$ cat config.mk
export PLATFORM = sky130hd
export DESIGN_NAME = fcmd_decoder
export DESIGN_NICKNAME = d
export VERILOG_FILES = /design/src/rtl/fcmd_pkg.sv /design/src/rtl/fcmd_rst_sync.sv /design/src/rtl/fcmd_seq.sv /design/src/rtl/fcmd_status.sv /design/src/rtl/fcmd_susp.sv /design/src/rtl/fcmd_decoder.sv
export SDC_FILE = /design/constraint.sdc
export NUM_CORES = 1
export LEC_CHECK = 0
export BUFFER_PORTS_ARGS = -buffer_cell sky130_fd_sc_hd__buf_2
export CORE_MARGIN = 3
export CORE_UTILIZATION = 30
export CTS_BUF_LIST = sky130_fd_sc_hd__clkbuf_8
export CTS_CLUSTER_DIAMETER = 80
export DETAILED_ROUTE_END_ITERATION = 12
export GPL_TIMING_DRIVEN = 0
export SYNTH_ARGS = -nofsm -noshare
export SYNTH_HDL_FRONTEND = slang
export SYNTH_HIERARCHICAL = 1
export SYNTH_SLANG_ARGS = --single-unit
export TNS_END_PERCENT = 1
$ cat constraint.sdc
create_clock -name clk -period 5.5 [get_ports clk]
set_input_delay 1.1 -clock clk [delete_from_list [all_inputs] [get_ports clk]]
set_output_delay 1.1 -clock clk [all_outputs]
set_load 0.01 [all_outputs]
$ cat src/rtl/fcmd_pkg.sv
package fcmd_pkg;

  typedef enum logic [1:0] {
    RD_ARRAY  = 2'd0,
    RD_IDENT  = 2'd1,
    RD_QUERY  = 2'd2,
    RD_STATUS = 2'd3
  } rd_mode_e;

  typedef enum logic [2:0] {
    OP_BLK_ERASE  = 3'd0,
    OP_CHIP_ERASE = 3'd1,
    OP_PROG       = 3'd2,
    OP_BUF_LOAD   = 3'd3,
    OP_BUF_COMMIT = 3'd4,
    OP_LOCK_SET   = 3'd5,
    OP_LOCK_CLR   = 3'd6
  } op_kind_e;

  typedef enum logic [3:0] {
    S_IDLE, S_BLK_CF, S_CHIP_CF, S_PROG_WR, S_BUF_CNT,
    S_BUF_LD, S_BUF_CF, S_LOCK_CF, S_PIN_CF
  } seq_state_e;

  localparam logic [7:0] C_ARRAY     = 8'hFF;
  localparam logic [7:0] C_IDENT     = 8'h90;
  localparam logic [7:0] C_QUERY     = 8'h98;
  localparam logic [7:0] C_STATUS    = 8'h70;
  localparam logic [7:0] C_CLR_ERR   = 8'h50;
  localparam logic [7:0] C_BLK_ERASE = 8'h20;
  localparam logic [7:0] C_CHIP_ERS  = 8'h30;
  localparam logic [7:0] C_PROG_A    = 8'h40;
  localparam logic [7:0] C_PROG_B    = 8'h10;
  localparam logic [7:0] C_BUF_PROG  = 8'hE8;
  localparam logic [7:0] C_SUSPEND   = 8'hB0;
  localparam logic [7:0] C_CONFIRM   = 8'hD0;
  localparam logic [7:0] C_LOCK      = 8'h60;
  localparam logic [7:0] C_LOCK_SET  = 8'h01;
  localparam logic [7:0] C_PIN_CFG   = 8'hB8;

  typedef struct packed {
    logic     mode_vld;
    rd_mode_e mode;
    logic     set_erase;
    logic     set_prog;
    logic     set_seq;
    logic     clr_err;
    logic     pin_vld;
    logic [1:0] pin;
  } stat_upd_t;

endpackage

$ cat src/rtl/fcmd_rst_sync.sv
module fcmd_rst_sync #(
  parameter int STAGES = 2
) (
  input  logic clk,
  input  logic rst_n_in,
  output logic rst_n_out
);
  logic [STAGES-1:0] sync_q;

  always_ff @(posedge clk or negedge rst_n_in) begin
    if (!rst_n_in) sync_q <= '0;
    else           sync_q <= {sync_q[STAGES-2:0], 1'b1};
  end

  assign rst_n_out = sync_q[STAGES-1];
endmodule

$ cat src/rtl/fcmd_seq.sv
module fcmd_seq
  import fcmd_pkg::*;
#(
  parameter int AW        = 22,
  parameter int BUF_WORDS = 16
) (
  input  logic          clk,
  input  logic          rst_n,
  input  logic          wr_en,
  input  logic [AW-1:0] wr_addr,
  input  logic [7:0]    wr_data,
  input  logic          eng_busy,
  input  logic          suspended,
  output logic          op_req,
  output op_kind_e      op_kind,
  output logic [AW-1:0] op_addr,
  output logic [7:0]    op_data,
  output stat_upd_t     upd,
  output logic          susp_go,
  output logic          resume_go
);
  localparam int CW = (BUF_WORDS > 1) ? $clog2(BUF_WORDS) : 1;

  seq_state_e    state_q, state_d;
  logic [CW-1:0] remain_q, remain_d;
  logic [7:0]    cnt_q, cnt_d;
  logic [AW-1:0] base_q, base_d;
  logic          req_q, req_d;
  op_kind_e      kind_q, kind_d;
  logic [AW-1:0] addr_q, addr_d;
  logic [7:0]    data_q, data_d;

  logic          iss;
  op_kind_e      iss_kind;
  logic [AW-1:0] iss_addr;
  logic [7:0]    iss_data;
  logic          accept;

  assign accept = !eng_busy || (wr_data == C_STATUS) ||
                  (wr_data == C_SUSPEND) || (wr_data == C_PIN_CFG);

  always_comb begin
    state_d   = state_q;
    remain_d  = remain_q;
    cnt_d     = cnt_q;
    base_d    = base_q;
    upd       = '0;
    upd.mode  = RD_STATUS;
    susp_go   = 1'b0;
    resume_go = 1'b0;
    iss       = 1'b0;
    iss_kind  = OP_PROG;
    iss_addr  = wr_addr;
    iss_data  = wr_data;
    if (wr_en) begin
      case (state_q)
        S_IDLE: if (accept) begin
          case (wr_data)
            C_ARRAY:     begin upd.mode_vld = 1'b1; upd.mode = RD_ARRAY; end
            C_IDENT:     begin upd.mode_vld = 1'b1; upd.mode = RD_IDENT; end
            C_QUERY:     begin upd.mode_vld = 1'b1; upd.mode = RD_QUERY; end
            C_STATUS:    upd.mode_vld = 1'b1;
            C_CLR_ERR:   upd.clr_err = 1'b1;
            C_BLK_ERASE: state_d = S_BLK_CF;
            C_CHIP_ERS:  state_d = S_CHIP_CF;
            C_PROG_A,
            C_PROG_B:    state_d = S_PROG_WR;
            C_BUF_PROG:  begin state_d = S_BUF_CNT; base_d = wr_addr; end
            C_LOCK:      state_d = S_LOCK_CF;
            C_PIN_CFG:   state_d = S_PIN_CF;
            C_SUSPEND:   if (eng_busy && !suspended) begin
                           susp_go = 1'b1; upd.mode_vld = 1'b1;
                         end
            C_CONFIRM:   if (suspended) begin
                           resume_go = 1'b1; upd.mode_vld = 1'b1;
                         end
            default: ;
          endcase
        end
        S_BLK_CF, S_CHIP_CF: begin
          state_d = S_IDLE;
          if (wr_data == C_CONFIRM) begin
            iss      = 1'b1;
            iss_kind = (state_q == S_BLK_CF) ? OP_BLK_ERASE : OP_CHIP_ERASE;
          end else begin
            upd.set_erase = 1'b1; upd.set_seq = 1'b1; upd.mode_vld = 1'b1;
          end
        end
        S_PROG_WR: begin
          state_d = S_IDLE; iss = 1'b1; iss_kind = OP_PROG;
        end
        S_BUF_CNT: begin
          if ({1'b0, wr_data} < 9'(BUF_WORDS)) begin
            state_d  = S_BUF_LD;
            cnt_d    = wr_data;
            remain_d = wr_data[CW-1:0];
          end else begin
            state_d = S_IDLE;
            upd.set_prog = 1'b1; upd.set_seq = 1'b1; upd.mode_vld = 1'b1;
          end
        end
        S_BUF_LD: begin
          iss = 1'b1; iss_kind = OP_BUF_LOAD;
          if (remain_q == '0) state_d = S_BUF_CF;
          else                remain_d = remain_q - 1'b1;
        end
        S_BUF_CF: begin
          state_d = S_IDLE;
          if (wr_data == C_CONFIRM) begin
            iss = 1'b1; iss_kind = OP_BUF_COMMIT;
            iss_addr = base_q; iss_data = cnt_q;
          end else begin
            upd.set_prog = 1'b1; upd.set_seq = 1'b1; upd.mode_vld = 1'b1;
          end
        end
        S_LOCK_CF: begin
          state_d = S_IDLE;
          if (wr_data == C_LOCK_SET) begin
            iss = 1'b1; iss_kind = OP_LOCK_SET;
          end else if (wr_data == C_CONFIRM) begin
            iss = 1'b1; iss_kind = OP_LOCK_CLR;
          end else begin
            upd.set_erase = 1'b1; upd.set_prog = 1'b1;
            upd.set_seq = 1'b1; upd.mode_vld = 1'b1;
          end
        end
        S_PIN_CF: begin
          state_d = S_IDLE;
          if (wr_data < 8'd4) begin
            upd.pin_vld = 1'b1; upd.pin = wr_data[1:0];
          end else begin
            upd.set_seq = 1'b1; upd.mode_vld = 1'b1;
          end
        end
        default: state_d = S_IDLE;
      endcase
    end
    if (iss) upd.mode_vld = 1'b1;
  end

  always_comb begin
    req_d  = iss;
    kind_d = iss ? iss_kind : kind_q;
    addr_d = iss ? iss_addr : addr_q;
    data_d = iss ? iss_data : data_q;
  end

  always_ff @(posedge clk or negedge rst_n) begin
    if (!rst_n) begin
      state_q  <= S_IDLE;
      remain_q <= '0;
      cnt_q    <= '0;
      base_q   <= '0;
      req_q    <= 1'b0;
      kind_q   <= OP_BLK_ERASE;
      addr_q   <= '0;
      data_q   <= '0;
    end else begin
      state_q  <= state_d;
      remain_q <= remain_d;
      cnt_q    <= cnt_d;
      base_q   <= base_d;
      req_q    <= req_d;
      kind_q   <= kind_d;
      addr_q   <= addr_d;
      data_q   <= data_d;
    end
  end

  assign op_req  = req_q;
  assign op_kind = kind_q;
  assign op_addr = addr_q;
  assign op_data = data_q;
endmodule

$ cat src/rtl/fcmd_status.sv
module fcmd_status
  import fcmd_pkg::*;
(
  input  logic      clk,
  input  logic      rst_n,
  input  stat_upd_t upd,
  output rd_mode_e  read_mode,
  output logic [1:0] pin_mode,
  output logic      err_erase,
  output logic      err_prog,
  output logic      err_seq
);
  rd_mode_e   mode_q, mode_d;
  logic [1:0] pin_q, pin_d;
  logic [2:0] err_q, err_d;

  always_comb begin
    mode_d = upd.mode_vld ? upd.mode : mode_q;
    pin_d  = upd.pin_vld ? upd.pin : pin_q;
    err_d  = upd.clr_err ? 3'b000 : err_q;
    err_d  = err_d | {upd.set_seq, upd.set_prog, upd.set_erase};
  end

  always_ff @(posedge clk or negedge rst_n) begin
    if (!rst_n) begin
      mode_q <= RD_ARRAY;
      pin_q  <= 2'd0;
      err_q  <= 3'b000;
    end else begin
      mode_q <= mode_d;
      pin_q  <= pin_d;
      err_q  <= err_d;
    end
  end

  assign read_mode = mode_q;
  assign pin_mode  = pin_q;
  assign err_erase = err_q[0];
  assign err_prog  = err_q[1];
  assign err_seq   = err_q[2];
endmodule

$ cat src/rtl/fcmd_susp.sv
module fcmd_susp (
  input  logic clk,
  input  logic rst_n,
  input  logic susp_go,
  input  logic resume_go,
  input  logic eng_done,
  output logic suspended,
  output logic suspend_req,
  output logic resume_req
);
  logic susp_q, susp_d;
  logic sreq_q, sreq_d;
  logic rreq_q, rreq_d;

  always_comb begin
    susp_d = susp_q;
    if (eng_done)       susp_d = 1'b0;
    else if (susp_go)   susp_d = 1'b1;
    else if (resume_go) susp_d = 1'b0;
    sreq_d = susp_go && !eng_done;
    rreq_d = resume_go && !eng_done;
  end

  always_ff @(posedge clk or negedge rst_n) begin
    if (!rst_n) begin
      susp_q <= 1'b0;
      sreq_q <= 1'b0;
      rreq_q <= 1'b0;
    end else begin
      susp_q <= susp_d;
      sreq_q <= sreq_d;
      rreq_q <= rreq_d;
    end
  end

  assign suspended   = susp_q;
  assign suspend_req = sreq_q;
  assign resume_req  = rreq_q;
endmodule

$ cat src/rtl/fcmd_decoder.sv
module fcmd_decoder
  import fcmd_pkg::*;
#(
  parameter int AW        = 22,
  parameter int BUF_WORDS = 16
) (
  input  logic          clk,
  input  logic          rst_n,
  input  logic          wr_en,
  input  logic [AW-1:0] wr_addr,
  input  logic [7:0]    wr_data,
  input  logic          eng_busy,
  input  logic          eng_done,
  output logic [1:0]    read_mode,
  output logic          op_req,
  output logic [2:0]    op_kind,
  output logic [AW-1:0] op_addr,
  output logic [7:0]    op_data,
  output logic          suspend_req,
  output logic          resume_req,
  output logic          suspended,
  output logic [1:0]    pin_mode,
  output logic          err_erase,
  output logic          err_prog,
  output logic          err_seq
);
  logic      rst_n_s;
  stat_upd_t upd;
  logic      susp_go, resume_go;
  op_kind_e  kind_e;
  rd_mode_e  mode_e;

  fcmd_rst_sync #(.STAGES(2)) u_rst (
    .clk(clk), .rst_n_in(rst_n), .rst_n_out(rst_n_s)
  );

  fcmd_seq #(.AW(AW), .BUF_WORDS(BUF_WORDS)) u_seq (
    .clk(clk), .rst_n(rst_n_s), .wr_en(wr_en), .wr_addr(wr_addr),
    .wr_data(wr_data), .eng_busy(eng_busy), .suspended(suspended),
    .op_req(op_req), .op_kind(kind_e), .op_addr(op_addr), .op_data(op_data),
    .upd(upd), .susp_go(susp_go), .resume_go(resume_go)
  );

  fcmd_status u_stat (
    .clk(clk), .rst_n(rst_n_s), .upd(upd), .read_mode(mode_e),
    .pin_mode(pin_mode), .err_erase(err_erase), .err_prog(err_prog),
    .err_seq(err_seq)
  );

  fcmd_susp u_susp (
    .clk(clk), .rst_n(rst_n_s), .susp_go(susp_go), .resume_go(resume_go),
    .eng_done(eng_done), .suspended(suspended),
    .suspend_req(suspend_req), .resume_req(resume_req)
  );

  assign op_kind   = kind_e;
  assign read_mode = mode_e;
endmodule

==> results.yml <==
outcome:
  status: "finished, final reports clean"
synth:
  yosys.area.top_type: "dfrtp_1"
  yosysWarningCount: 6
  synthAdderAreaFrac: 0.00297
  synth_nets: 403
  yosys.area_share.simple: 0.136
  async_flop_share: 1.00
  synthMostInstantiatedCell: "dfrtp_1"
  yosysSeqAreaShare: 0.498
  ys_ff_latch: 84
  ys_top_cells_by_area: "dfrtp_1 (50%), mux2_2 (11%), mux2_1 (9.9%)"
  ys_top_cells_by_count: "dfrtp_1 (84), mux2_2 (40), mux2_1 (37), inv_1 (18), nand2_1 (17)"
  syn_inst: 367
  synth_cell_types: 53
  synth_edf_count: 0
  synth_compound_area_frac: 0.0854
  avgSynthCellArea_um2: 11.5
  syn_area_mm2: 0.00422
  muxShareOfSynthArea: 0.232
  synth_top_family_by_area: "multiplexers"
  yosysTopAreaCellShare: 0.498
  synth_xor_area_frac: 0.00208
  synth_top_flop_cell: "dfrtp_1"
drt:
  drtAntennaViolNets: 0
  via_per_inst: 4.96
  drcViolationCount: 0
  via_count: 3142
  wire_per_inst_um: 16.1
  wl_mm: 10.2
  drtIter0Drc: 81
  dr.pass1.iters: 4
clock_network:
  cts_num_sinks: 84
  cts.repair.resized: 0
  cts_setup_buffers: 0
  clock_path_buffers: 2
  tritoncts: "built"
  cts_root_buffer: "clkbuf_8"
  h-tree-depth: 3
  postCtsHoldBufs: 0
  cts.clk_slew.worst_paths_ns: 0.08
  clk_latency_ns: 0.36
  cts_made_buffers: 9
sta:
  fmax_mhz: 295
  whs_ns: 0.268
  finalHoldViolCount: 0
  fin_crit_sh: 0.616
  tightest_slew_ns: 0.821
  rsz0062_at_grt: "false"
  maxSlewHeadroom: 0.448
  fin_skew_ns: 0.00916
  tns_ns: 0
  maxSlewViolCount: 0
  finalSetupViolCount: 0
  period_minus_slack_ns: 3.39
global_route:
  antenna_found_initial: 0
  track_usage: 0.137
  grt_pass1_vias: 3307
  grt_max_degree: 55
  grt_pass1_wl_mm: 17.1
  grt-ovfl-total: 0
die:
  num_rows: 42
  ios: 79
  die_area_mm2: 0.0155
  initial_core_util: 0.312
  die_y_um: 125
  core_area_mm2: 0.0135
  dieWidth_um: 125
layout:
  layout.nets: 491
  drive_gt1_frac: 0.325
  n_antenna_cell: 0
  fin_area_mm2: 0.00505
  area_growth_pct: 19.8
setup_path:
  r2r_slack_ns: 2.73
  criticalPathCategory: "input pin to flip-flop"
  required_ns: 5.75
  ff2ff_path_depth: 8
  crit_fanout: 10
  crit_path_start_kind: "input pin"
  startpoint: "wr_data[4]"
  worstReg2RegEnd: "u_stat/read_mode[1]$_DFFE_PN0P_"
  r2r-start: "u_seq/state_q[3]$_DFFE_PN0P_"
  arrival_ns: 3.64
  end_kind: "flip-flop"
placed_design:
  gp_congestion: 0.899
  io_buffers: 76
  placed_cell_area_mm2: 0.00485
  place_hpwl_mm: 7.46
flow_run:
  cap_violations: 0
pwr:
  p_leak_nw: 2.34
  ir_drop_mv: 0.190
  p_per_area_mw_per_mm2: 374
hold_path:
  hp-class: "flip-flop to asynchronous set/reset pin"
how the worst max path moves through the flow:
stage,to
5_1_grt,u_stat/read_mode[1]$_DFFE_PN0P_
3_5_place_dp,u_stat/read_mode[1]$_DFFE_PN0P_
2_1_floorplan,u_seq/op_addr[0]$_DFFE_PN0P_
4_1_cts,u_stat/read_mode[1]$_DFFE_PN0P_
3_3_place_gp,u_stat/read_mode[1]$_DFFE_PN0P_
6_report,u_stat/read_mode[1]$_DFFE_PN0P_
critical path, stage by stage:
cell      delay [ns]
buf_2           0.11
or4_1           0.65
nor4_1          0.37
o311ai_1        0.21
a21oi_4         0.32
buf_2           0.36
a211o_1         0.19
mux2_1          0.32
power by group:
group | leakage [nW] | switching [mW] | internal [mW]
combinational | 1.16 | 0.327 | 0.259
clock | 0.103 | 0.220 | 0.250
sequential | 1.08 | 0.0814 | 0.752
layer usage:
metal / vias up / share of wire / track usage
met5: - / 0 / 0
met4: 0 / 0.012 / 0.0464
met3: 8 / 0.070 / 0.0536
met2: 82 / 0.47 / 0.213
met1: 1563 / 0.45 / 0.174
li1: 1489 / - / -
registers in the layout, summed over array words and instances, names as in the netlist, 3 cells and up:
register        count
u_seq/op_kind       3
u_seq/op_data       8
u_seq/remain_q      4
u_seq/op_addr      22
u_stat/err_q        3
u_seq/cnt_q         8
u_seq/base_q       22
u_seq/state_q       4
cells by family (layout without fill, tap and decap cells):
kind of cell	after synthesis	in the layout
adders and majority gates	1	1
other	1	1
buffers and inverters	39	130
xor gates and xnor gates	1	1
and+or+nand+nor	99	99
muxes	88	88
DFF	84	84
AOI/OAI and AO/OA	54	54
area by class of cell:
cell class	count	area, um2
Clock buffer	9	124
Timing Repair Buffer	77	408
Multi-Input combinational cell	244	1930
Fill cell	1344	8450
Clock inverter	5	80.1
Sequential cell	84	2110
Inverter	18	67.6
Tap cell	176	220
Buffer	21	114
layout by cell type (no fill, tap or decap), drive strengths merged, types with 3 or more instances in the layout:
cell type  count
buf           86
dfrtp         84
mux2          77
clkbuf        21
inv           19
nand2         17
a21oi         16
o21ai         15
nor3          15
nor2          14
mux2i         11
nand2b         7
and2           6
nand3          6
or3            6
nor3b          4
nand4b         4
nor4           4
nor2b          4
nand3b         3
or4            3
a21o           3
through the flow:
stage	power [mW]	setup slack (ns)	instances	util
floorplan	1.21	2.21	367	-
global placement	1.42	1.64	619	0.357
detailed placement	1.43	1.68	620	0.359
CTS	1.92	2.08	634	0.374
global route	2.02	1.91	634	0.374
finish	1.89	2.11	634	0.374
No activity file was read; power rests on OpenSTA's default activity.
